File: src/rtl/iac_pkg.sv
package iac_pkg;

    typedef enum logic [1:0] {
        MODE_EXACT = 2'd0,
        MODE_MASK  = 2'd1,
        MODE_RANGE = 2'd2,
        MODE_OFF   = 2'd3
    } iac_mode_e;

    // Control word layout, LSB first: en, mode, outside, priv qual, space qual
    typedef struct packed {
        logic [1:0] is_q;
        logic [1:0] pr_q;
        logic       outside;
        iac_mode_e  mode;
        logic       en;
    } iac_ctrl_t;

    typedef enum logic {
        BND_FIRST  = 1'b0,
        BND_SECOND = 1'b1
    } bnd_state_e;

    localparam logic [1:0] SEL_CTRL  = 2'd0;
    localparam logic [1:0] SEL_VAL_A = 2'd1;
    localparam logic [1:0] SEL_VAL_B = 2'd2;
    localparam logic [1:0] SEL_G_EN  = 2'd0;
    localparam logic [1:0] SEL_G_CLR = 2'd1;

endpackage

File: src/rtl/iac_cfg_regs.sv
module iac_cfg_regs
    import iac_pkg::*;
#(
    parameter int ADDR_W  = 32,
    parameter int NUM_CMP = 2,
    parameter int CFG_AW  = 4
) (
    input  logic                              clk,
    input  logic                              rst_n,
    input  logic                              cfg_we,
    input  logic [CFG_AW-1:0]                 cfg_addr,
    input  logic [ADDR_W-1:0]                 cfg_wdata,
    output iac_ctrl_t [NUM_CMP-1:0]           ctrl,
    output logic [NUM_CMP-1:0][ADDR_W-1:0]    val_a,
    output logic [NUM_CMP-1:0][ADDR_W-1:0]    val_b,
    output logic                              glob_en,
    output logic                              clr_req
);

    localparam int SLOT_W = CFG_AW - 2;

    logic [SLOT_W-1:0] slot;
    logic [1:0]        sel;
    logic              glob_en_q;

    assign slot = cfg_addr[CFG_AW-1:2];
    assign sel  = cfg_addr[1:0];

    for (genvar g = 0; g < NUM_CMP; g++) begin : g_slot
        iac_ctrl_t         ctrl_q;
        logic [ADDR_W-1:0] a_q;
        logic [ADDR_W-1:0] b_q;
        logic              hit_slot;

        assign hit_slot = cfg_we && (slot == SLOT_W'(g));

        always_ff @(posedge clk) begin
            if (!rst_n) begin
                ctrl_q <= '0;
                a_q    <= '0;
                b_q    <= '0;
            end else if (hit_slot) begin
                case (sel)
                    SEL_CTRL:  ctrl_q <= iac_ctrl_t'(cfg_wdata[7:0]);
                    SEL_VAL_A: a_q    <= cfg_wdata;
                    SEL_VAL_B: b_q    <= cfg_wdata;
                    default:   ;
                endcase
            end
        end

        assign ctrl[g]  = ctrl_q;
        assign val_a[g] = a_q;
        assign val_b[g] = b_q;
    end

    always_ff @(posedge clk) begin
        if (!rst_n) begin
            glob_en_q <= 1'b0;
        end else if (cfg_we && slot == SLOT_W'(NUM_CMP) && sel == SEL_G_EN) begin
            glob_en_q <= cfg_wdata[0];
        end
    end

    assign glob_en = glob_en_q;
    assign clr_req = cfg_we && (slot == SLOT_W'(NUM_CMP)) && (sel == SEL_G_CLR) && cfg_wdata[0];

endmodule

File: src/rtl/iac_match.sv
module iac_match
    import iac_pkg::*;
#(
    parameter int ADDR_W = 32
) (
    input  logic [ADDR_W-1:0] addr,
    input  logic              vle_page,
    input  logic              pr,
    input  logic              is_bit,
    input  iac_ctrl_t         ctrl,
    input  logic [ADDR_W-1:0] val_a,
    input  logic [ADDR_W-1:0] val_b,
    output logic              hit
);

    logic [ADDR_W-1:0] keep;
    logic [ADDR_W-1:0] a_t;
    logic [ADDR_W-1:0] lo_t;
    logic [ADDR_W-1:0] hi_t;
    logic              raw;
    logic              in_win;
    logic              pr_ok;
    logic              is_ok;

    always_comb begin
        keep   = vle_page ? ~ADDR_W'(1) : ~ADDR_W'(3);
        a_t    = addr  & keep;
        lo_t   = val_a & keep;
        hi_t   = val_b & keep;
        in_win = (a_t >= lo_t) && (a_t < hi_t);
        unique case (ctrl.mode)
            MODE_EXACT: raw = (a_t == lo_t);
            MODE_MASK:  raw = ((a_t & hi_t) == (lo_t & hi_t));
            MODE_RANGE: raw = in_win ^ ctrl.outside;
            MODE_OFF:   raw = 1'b0;
        endcase
        pr_ok = !ctrl.pr_q[1] || (pr == ctrl.pr_q[0]);
        is_ok = !ctrl.is_q[1] || (is_bit == ctrl.is_q[0]);
        hit   = ctrl.en && raw && pr_ok && is_ok;
    end

endmodule

File: src/rtl/iac_tagger.sv
module iac_tagger
    import iac_pkg::*;
#(
    parameter int ADDR_W   = 32,
    parameter int NUM_CMP  = 2,
    parameter int FETCH_HW = 2
) (
    input  logic                           clk,
    input  logic                           rst_n,
    input  logic                           fetch_valid,
    input  logic [ADDR_W-1:0]              fetch_addr,
    input  logic                           fetch_vle,
    input  logic                           fetch_tlb_hit,
    input  logic                           fetch_pr,
    input  logic                           fetch_is,
    input  iac_ctrl_t [NUM_CMP-1:0]        ctrl,
    input  logic [NUM_CMP-1:0][ADDR_W-1:0] val_a,
    input  logic [NUM_CMP-1:0][ADDR_W-1:0] val_b,
    output logic [FETCH_HW-1:0]            hw_tag,
    output logic                           tag_valid
);

    localparam int GROUP_BYTES = 2 * FETCH_HW;

    logic [ADDR_W-1:0]   base;
    logic                vle_eff;
    logic [FETCH_HW-1:0] tag_d;
    logic [FETCH_HW-1:0] tag_q;
    logic                valid_q;

    // A translation miss falls back to the fixed-width compare
    assign vle_eff = fetch_vle & fetch_tlb_hit;
    assign base    = fetch_addr & ~ADDR_W'(GROUP_BYTES - 1);

    for (genvar h = 0; h < FETCH_HW; h++) begin : g_hw
        logic [ADDR_W-1:0]  hw_addr;
        logic [NUM_CMP-1:0] hits;

        assign hw_addr = base + ADDR_W'(2 * h);

        for (genvar c = 0; c < NUM_CMP; c++) begin : g_cmp
            iac_match #(.ADDR_W(ADDR_W)) u_match (
                .addr     (hw_addr),
                .vle_page (vle_eff),
                .pr       (fetch_pr),
                .is_bit   (fetch_is),
                .ctrl     (ctrl[c]),
                .val_a    (val_a[c]),
                .val_b    (val_b[c]),
                .hit      (hits[c])
            );
        end

        assign tag_d[h] = |hits;
    end

    always_ff @(posedge clk) begin
        if (!rst_n) begin
            tag_q   <= '0;
            valid_q <= 1'b0;
        end else begin
            valid_q <= fetch_valid;
            tag_q   <= fetch_valid ? tag_d : '0;
        end
    end

    assign hw_tag    = tag_q;
    assign tag_valid = valid_q;

endmodule

File: src/rtl/iac_boundary_fsm.sv
module iac_boundary_fsm
    import iac_pkg::*;
(
    input  logic clk,
    input  logic rst_n,
    input  logic bnd_valid,
    input  logic bnd_tag,
    input  logic bnd_long,
    input  logic bnd_blocked,
    input  logic bnd_flush,
    input  logic glob_en,
    input  logic clr_req,
    output logic evt_status,
    output logic dbg_req
);

    bnd_state_e state_q;
    bnd_state_e state_d;
    logic       fire;
    logic       status_q;
    logic       req_q;

    always_comb begin
        state_d = state_q;
        fire    = 1'b0;
        if (bnd_flush) begin
            state_d = BND_FIRST;
        end else begin
            unique case (state_q)
                BND_FIRST: begin
                    if (bnd_valid && !bnd_blocked) begin
                        fire = bnd_tag;
                        if (bnd_long) state_d = BND_SECOND;
                    end
                end
                BND_SECOND: begin
                    if (bnd_valid) state_d = BND_FIRST;
                end
            endcase
        end
    end

    always_ff @(posedge clk) begin
        if (!rst_n) state_q <= BND_FIRST;
        else        state_q <= state_d;
    end

    always_ff @(posedge clk) begin
        if (!rst_n) begin
            status_q <= 1'b0;
            req_q    <= 1'b0;
        end else begin
            req_q <= fire && glob_en;
            if (fire)         status_q <= 1'b1;
            else if (clr_req) status_q <= 1'b0;
        end
    end

    assign evt_status = status_q;
    assign dbg_req    = req_q;

endmodule

File: src/rtl/iac_unit.sv
module iac_unit
    import iac_pkg::*;
#(
    parameter int ADDR_W   = 32,
    parameter int NUM_CMP  = 2,
    parameter int FETCH_HW = 2,
    localparam int CFG_AW  = $clog2(NUM_CMP + 1) + 2
) (
    input  logic                clk,
    input  logic                rst_n,
    input  logic                cfg_we,
    input  logic [CFG_AW-1:0]   cfg_addr,
    input  logic [ADDR_W-1:0]   cfg_wdata,
    input  logic                fetch_valid,
    input  logic [ADDR_W-1:0]   fetch_addr,
    input  logic                fetch_vle,
    input  logic                fetch_tlb_hit,
    input  logic                fetch_pr,
    input  logic                fetch_is,
    output logic [FETCH_HW-1:0] hw_tag,
    output logic                tag_valid,
    input  logic                bnd_valid,
    input  logic                bnd_tag,
    input  logic                bnd_long,
    input  logic                bnd_blocked,
    input  logic                bnd_flush,
    output logic                evt_status,
    output logic                dbg_req
);

    iac_ctrl_t [NUM_CMP-1:0]        ctrl;
    logic [NUM_CMP-1:0][ADDR_W-1:0] val_a;
    logic [NUM_CMP-1:0][ADDR_W-1:0] val_b;
    logic                           glob_en;
    logic                           clr_req;

    iac_cfg_regs #(
        .ADDR_W  (ADDR_W),
        .NUM_CMP (NUM_CMP),
        .CFG_AW  (CFG_AW)
    ) u_cfg (
        .clk       (clk),
        .rst_n     (rst_n),
        .cfg_we    (cfg_we),
        .cfg_addr  (cfg_addr),
        .cfg_wdata (cfg_wdata),
        .ctrl      (ctrl),
        .val_a     (val_a),
        .val_b     (val_b),
        .glob_en   (glob_en),
        .clr_req   (clr_req)
    );

    iac_tagger #(
        .ADDR_W   (ADDR_W),
        .NUM_CMP  (NUM_CMP),
        .FETCH_HW (FETCH_HW)
    ) u_tag (
        .clk           (clk),
        .rst_n         (rst_n),
        .fetch_valid   (fetch_valid),
        .fetch_addr    (fetch_addr),
        .fetch_vle     (fetch_vle),
        .fetch_tlb_hit (fetch_tlb_hit),
        .fetch_pr      (fetch_pr),
        .fetch_is      (fetch_is),
        .ctrl          (ctrl),
        .val_a         (val_a),
        .val_b         (val_b),
        .hw_tag        (hw_tag),
        .tag_valid     (tag_valid)
    );

    iac_boundary_fsm u_fsm (
        .clk         (clk),
        .rst_n       (rst_n),
        .bnd_valid   (bnd_valid),
        .bnd_tag     (bnd_tag),
        .bnd_long    (bnd_long),
        .bnd_blocked (bnd_blocked),
        .bnd_flush   (bnd_flush),
        .glob_en     (glob_en),
        .clr_req     (clr_req),
        .evt_status  (evt_status),
        .dbg_req     (dbg_req)
    );

endmodule

File: config.mk
export PLATFORM = sky130hd
export DESIGN_NAME = iac_unit
export DESIGN_NICKNAME = d
export VERILOG_FILES = /design/src/rtl/iac_pkg.sv /design/src/rtl/iac_cfg_regs.sv /design/src/rtl/iac_match.sv /design/src/rtl/iac_tagger.sv /design/src/rtl/iac_boundary_fsm.sv /design/src/rtl/iac_unit.sv
export SDC_FILE = /design/constraint.sdc
export NUM_CORES = 1
export LEC_CHECK = 0
export CORE_MARGIN = 5
export CORE_UTILIZATION = 35
export CTS_CLUSTER_DIAMETER = 30
export CTS_CLUSTER_SIZE = 30
export DETAILED_ROUTE_END_ITERATION = 7
export GPL_ROUTABILITY_DRIVEN = 1
export HOLD_SLACK_MARGIN = 0.02
export PLACE_DENSITY = 0.58
export SLEW_MARGIN = 25
export SYNTH_ARGS = -nofsm -noshare
export SYNTH_HDL_FRONTEND = slang
export SYNTH_SLANG_ARGS = --single-unit
File: constraint.sdc
create_clock -name clk -period 3.45 [get_ports clk]
set_input_delay 0.345 -clock clk [delete_from_list [all_inputs] [get_ports clk]]
set_output_delay 0.345 -clock clk [all_outputs]
set_load 0.005 [all_outputs]
==> impl_metrics.tcl <==
set metrics [dict create \
    synth_area_leaders "dfxtp_1 28%, ha_1 21%, nand2_1 10%, a21boi_0 9.9%, inv_1 4.5%" \
    area_growth_pct 19.28 \
    grt_remaining_overflow 0 \
    arrival_ns 3.41 \
    synth_xor_area_frac 0.006606 \
    top_layer "met4" \
    num_io_pins 86 \
    outcome "finished, final reports clean" \
    drive_above_1_share 0.05525 \
    cts_buffers 17 \
    wl_met1_um 15020 \
    vdd_ir_drop_max_v 0.0002070 \
    met2_length_um 15590 \
    drt-wirelength-per-cell_um 17.68 \
    worstPathMaxFanout 4 \
    place_congestion 0.8598 \
    relSlewSlack 0.4739 \
    avgViaCountPerCell 5.154 \
    syn_area_per_cell_sq_um 7.939 \
    hold_viol_final 0 \
    synthCells 1336 \
    ant_nets 0 \
    ys_seq_area_frac 0.2775 \
    root_buffer "clkbuf_16" \
    slew_violations 0 \
    finalPower_mw 4.191 \
    synth_nets 1597 \
    synth_compound_area_frac 0.2167 \
    ys_async_sr_fraction 0 \
    antenna_found_initial 0 \
    p_per_area_mw_per_mm2 331.2 \
    die_area_sq_mm 0.03389 \
    track_usage 0.1921 \
    worstPathRequired_ns 3.75 \
    grt_first_pass_wirelength_um 50590 \
    synth_cell_types 49 \
    vias 9473 \
    finClkSkew_ns 0.007107 \
    synth_edf_count 0 \
    die_h_um 184.1 \
    cts.sinks 147 \
    ys.flop_type "dfxtp_1" \
    cts_tree "built" \
    coreArea_sq_mm 0.02980 \
    post-cts-setup-buffers 0 \
    dpl.hpwl_um 23690 \
    nets 1696 \
    cts_hold_buf 0 \
    fp.dieW_um 184.1 \
    start_util 0.3560 \
    clkTransAtPathRegs_ns 0.07 \
    finalCriticalPeriod_ns 3.101 \
    h-tree-depth 4 \
    grt_pass1_vias 9176 \
    synthAdderAreaFrac 0.2123 \
    worst_pin_slew_ns 0.7892 \
    synthSimpleGateAreaFrac 0.2073 \
    wirelength_um 32510 \
    start_kind "input port" \
    fin_util 0.4246 \
    cts_buffer_depth 2 \
    clock_latency_ns 0.44 \
    dp_cells 1806 \
    rows 63 \
    ys_warn_count 0 \
    synth_top_family_by_area "compound AO/OA/AOI/OAI gates" \
    reg2reg_slack_ns 0.39 \
    syn-cell-area_sq_mm 0.01061 \
    port_buffers 83 \
    path_class "input port to flop" \
    insertedDiodeCount 0 \
    synth_top_area_cell "dfxtp_1" \
    dr_wl_met3_um 1454 \
    grt_max_degree 83 \
    yosysTopAreaCellShare 0.2775 \
    fin_cells 1838 \
    cp-end-kind "flop" \
    dr.pass1.iters 5 \
    holdCritPathClass "input port to flop" \
    cts.repair.resized 0 \
    synthMuxAreaShare 0.01911 \
    drc 0 \
    p_leak_nw 5.001 \
    setup_viol 0 \
    cap_violations 0 \
    period_share 0.8988 \
    max_freq_ghz 0.3225 \
    drt_iter0_markers 554 \
    ys_seq_elements 147 \
    rsz0062_at_grt "false" \
]
cell type report:
type	instances	area (sq um)
Sequential cell	147	2943
Multi-Input combinational cell	1018	7028
Timing Repair Buffer	123	1129
Tap cell	390	488.0
Clock buffer	18	429.2
Fill cell	3017	17150
Clock inverter	14	153.9
Inverter	128	480.5
Yosys cell counts (8+ instances only):
cell type and number:
nand2_1 292, ha_1 180, dfxtp_1 147, a21boi_0 140, inv_1 128, a21oi_1 84, clkbuf_1 41, and3_1 30
nand3_1 28, nand4_1 27, a21o_1 26, nor2b_1 22, o21ai_0 22, nor2_1 20, mux2i_1 18, a211oi_1 16
and3b_1 16, o21a_1 11, o22a_1 10, nor3_1 8
kinds of logic (layout without fill, tap and decap cells):
family / Yosys count / count (layout)
and+or+nand+nor: 472 / 472
AOI/OAI and AO/OA: 338 / 338
adders and majority gates: 180 / 180
buffers and inverters: 171 / 283
DFF: 147 / 147
muxes: 20 / 20
xor gates and xnor gates: 8 / 8
sequential cells by signal, indices dropped and copies added (netlist names):
register and flops:
u_cfg.g_slot.a_q 62, u_cfg.glob_en 1, u_fsm.evt_status 1, u_cfg.ctrl 16, u_fsm.dbg_req 1, u_fsm.state_q 1
u_cfg.g_slot.b_q 62, u_tag.tag_valid 1, u_tag.hw_tag 2
report_power, final:
part / switching [mW] / internal [mW]
registers: 0.0228 / 1.72
logic: 0.295 / 0.260
clock network: 0.821 / 1.07
final timing paths:
kind	endpoint	depth (start not counted)	from
setup / recovery	u_tag.hw_tag[0]	11	fetch_addr[17]
hold / removal	u_cfg.ctrl[0]	2	rst_n
setup reg to reg	u_tag.hw_tag[0]	11	u_cfg.g_slot[1].b_q[19]
hold reg to reg	u_fsm.dbg_req	2	u_cfg.glob_en
critical path: stages:
cell and delay [ns]:
clkdlybuf4s50_1 0.53, ha_1 0.36, a21oi_1 0.13, o21a_1 0.19
o21ai_0 0.10, a2111oi_0 0.65, buf_4 0.23, o221ai_1 0.12
xor2_1 0.16, nor2_1 0.05, or4_1 0.52
per-stage QoR:
step                setup WS, ns  instance area (sq um)  hold WS [ns]  TNS (ns)
floorplan                 0.9470                  10610        0.4090         0
global placement        -0.01019                  12070        0.4227  -0.01019
detailed placement      -0.06051                  12070        0.4245  -0.06051
CTS                       0.3816                  12650        0.1890         0
global route              0.1363                  12650        0.1906         0
finish                    0.3491                  12650        0.1877         0
placed cells by master, fill, tap and decap left out, types with 4 or more instances in the layout:
master,instances
a211oi_1,16
xor2_1,5
inv_1,128
a2111oi_0,4
a21o_1,26
nor3_1,8
clkinv_4,4
clkbuf_16,17
mux2i_1,18
dfxtp_1,147
o22ai_1,4
clkdlybuf4s50_1,82
and3b_1,16
nand2_1,292
o21a_1,11
nand4_1,27
nor2_1,20
a21boi_0,140
and2_1,5
o22a_1,10
buf_4,41
nand2b_1,5
o21ai_0,22
nand3_1,28
ha_1,180
nor4_1,5
and3_1,30
a21oi_1,84
nor2b_1,22
metal layers:
layer / GRT usage / up-vias
li1: - / 4791
met1: 0.2563 / 4435
met2: 0.3284 / 212
met3: 0.02909 / 35
met4: 0.04348 / 0
met5: 0 / -
Note: power is estimated with default switching activity, not from simulation.
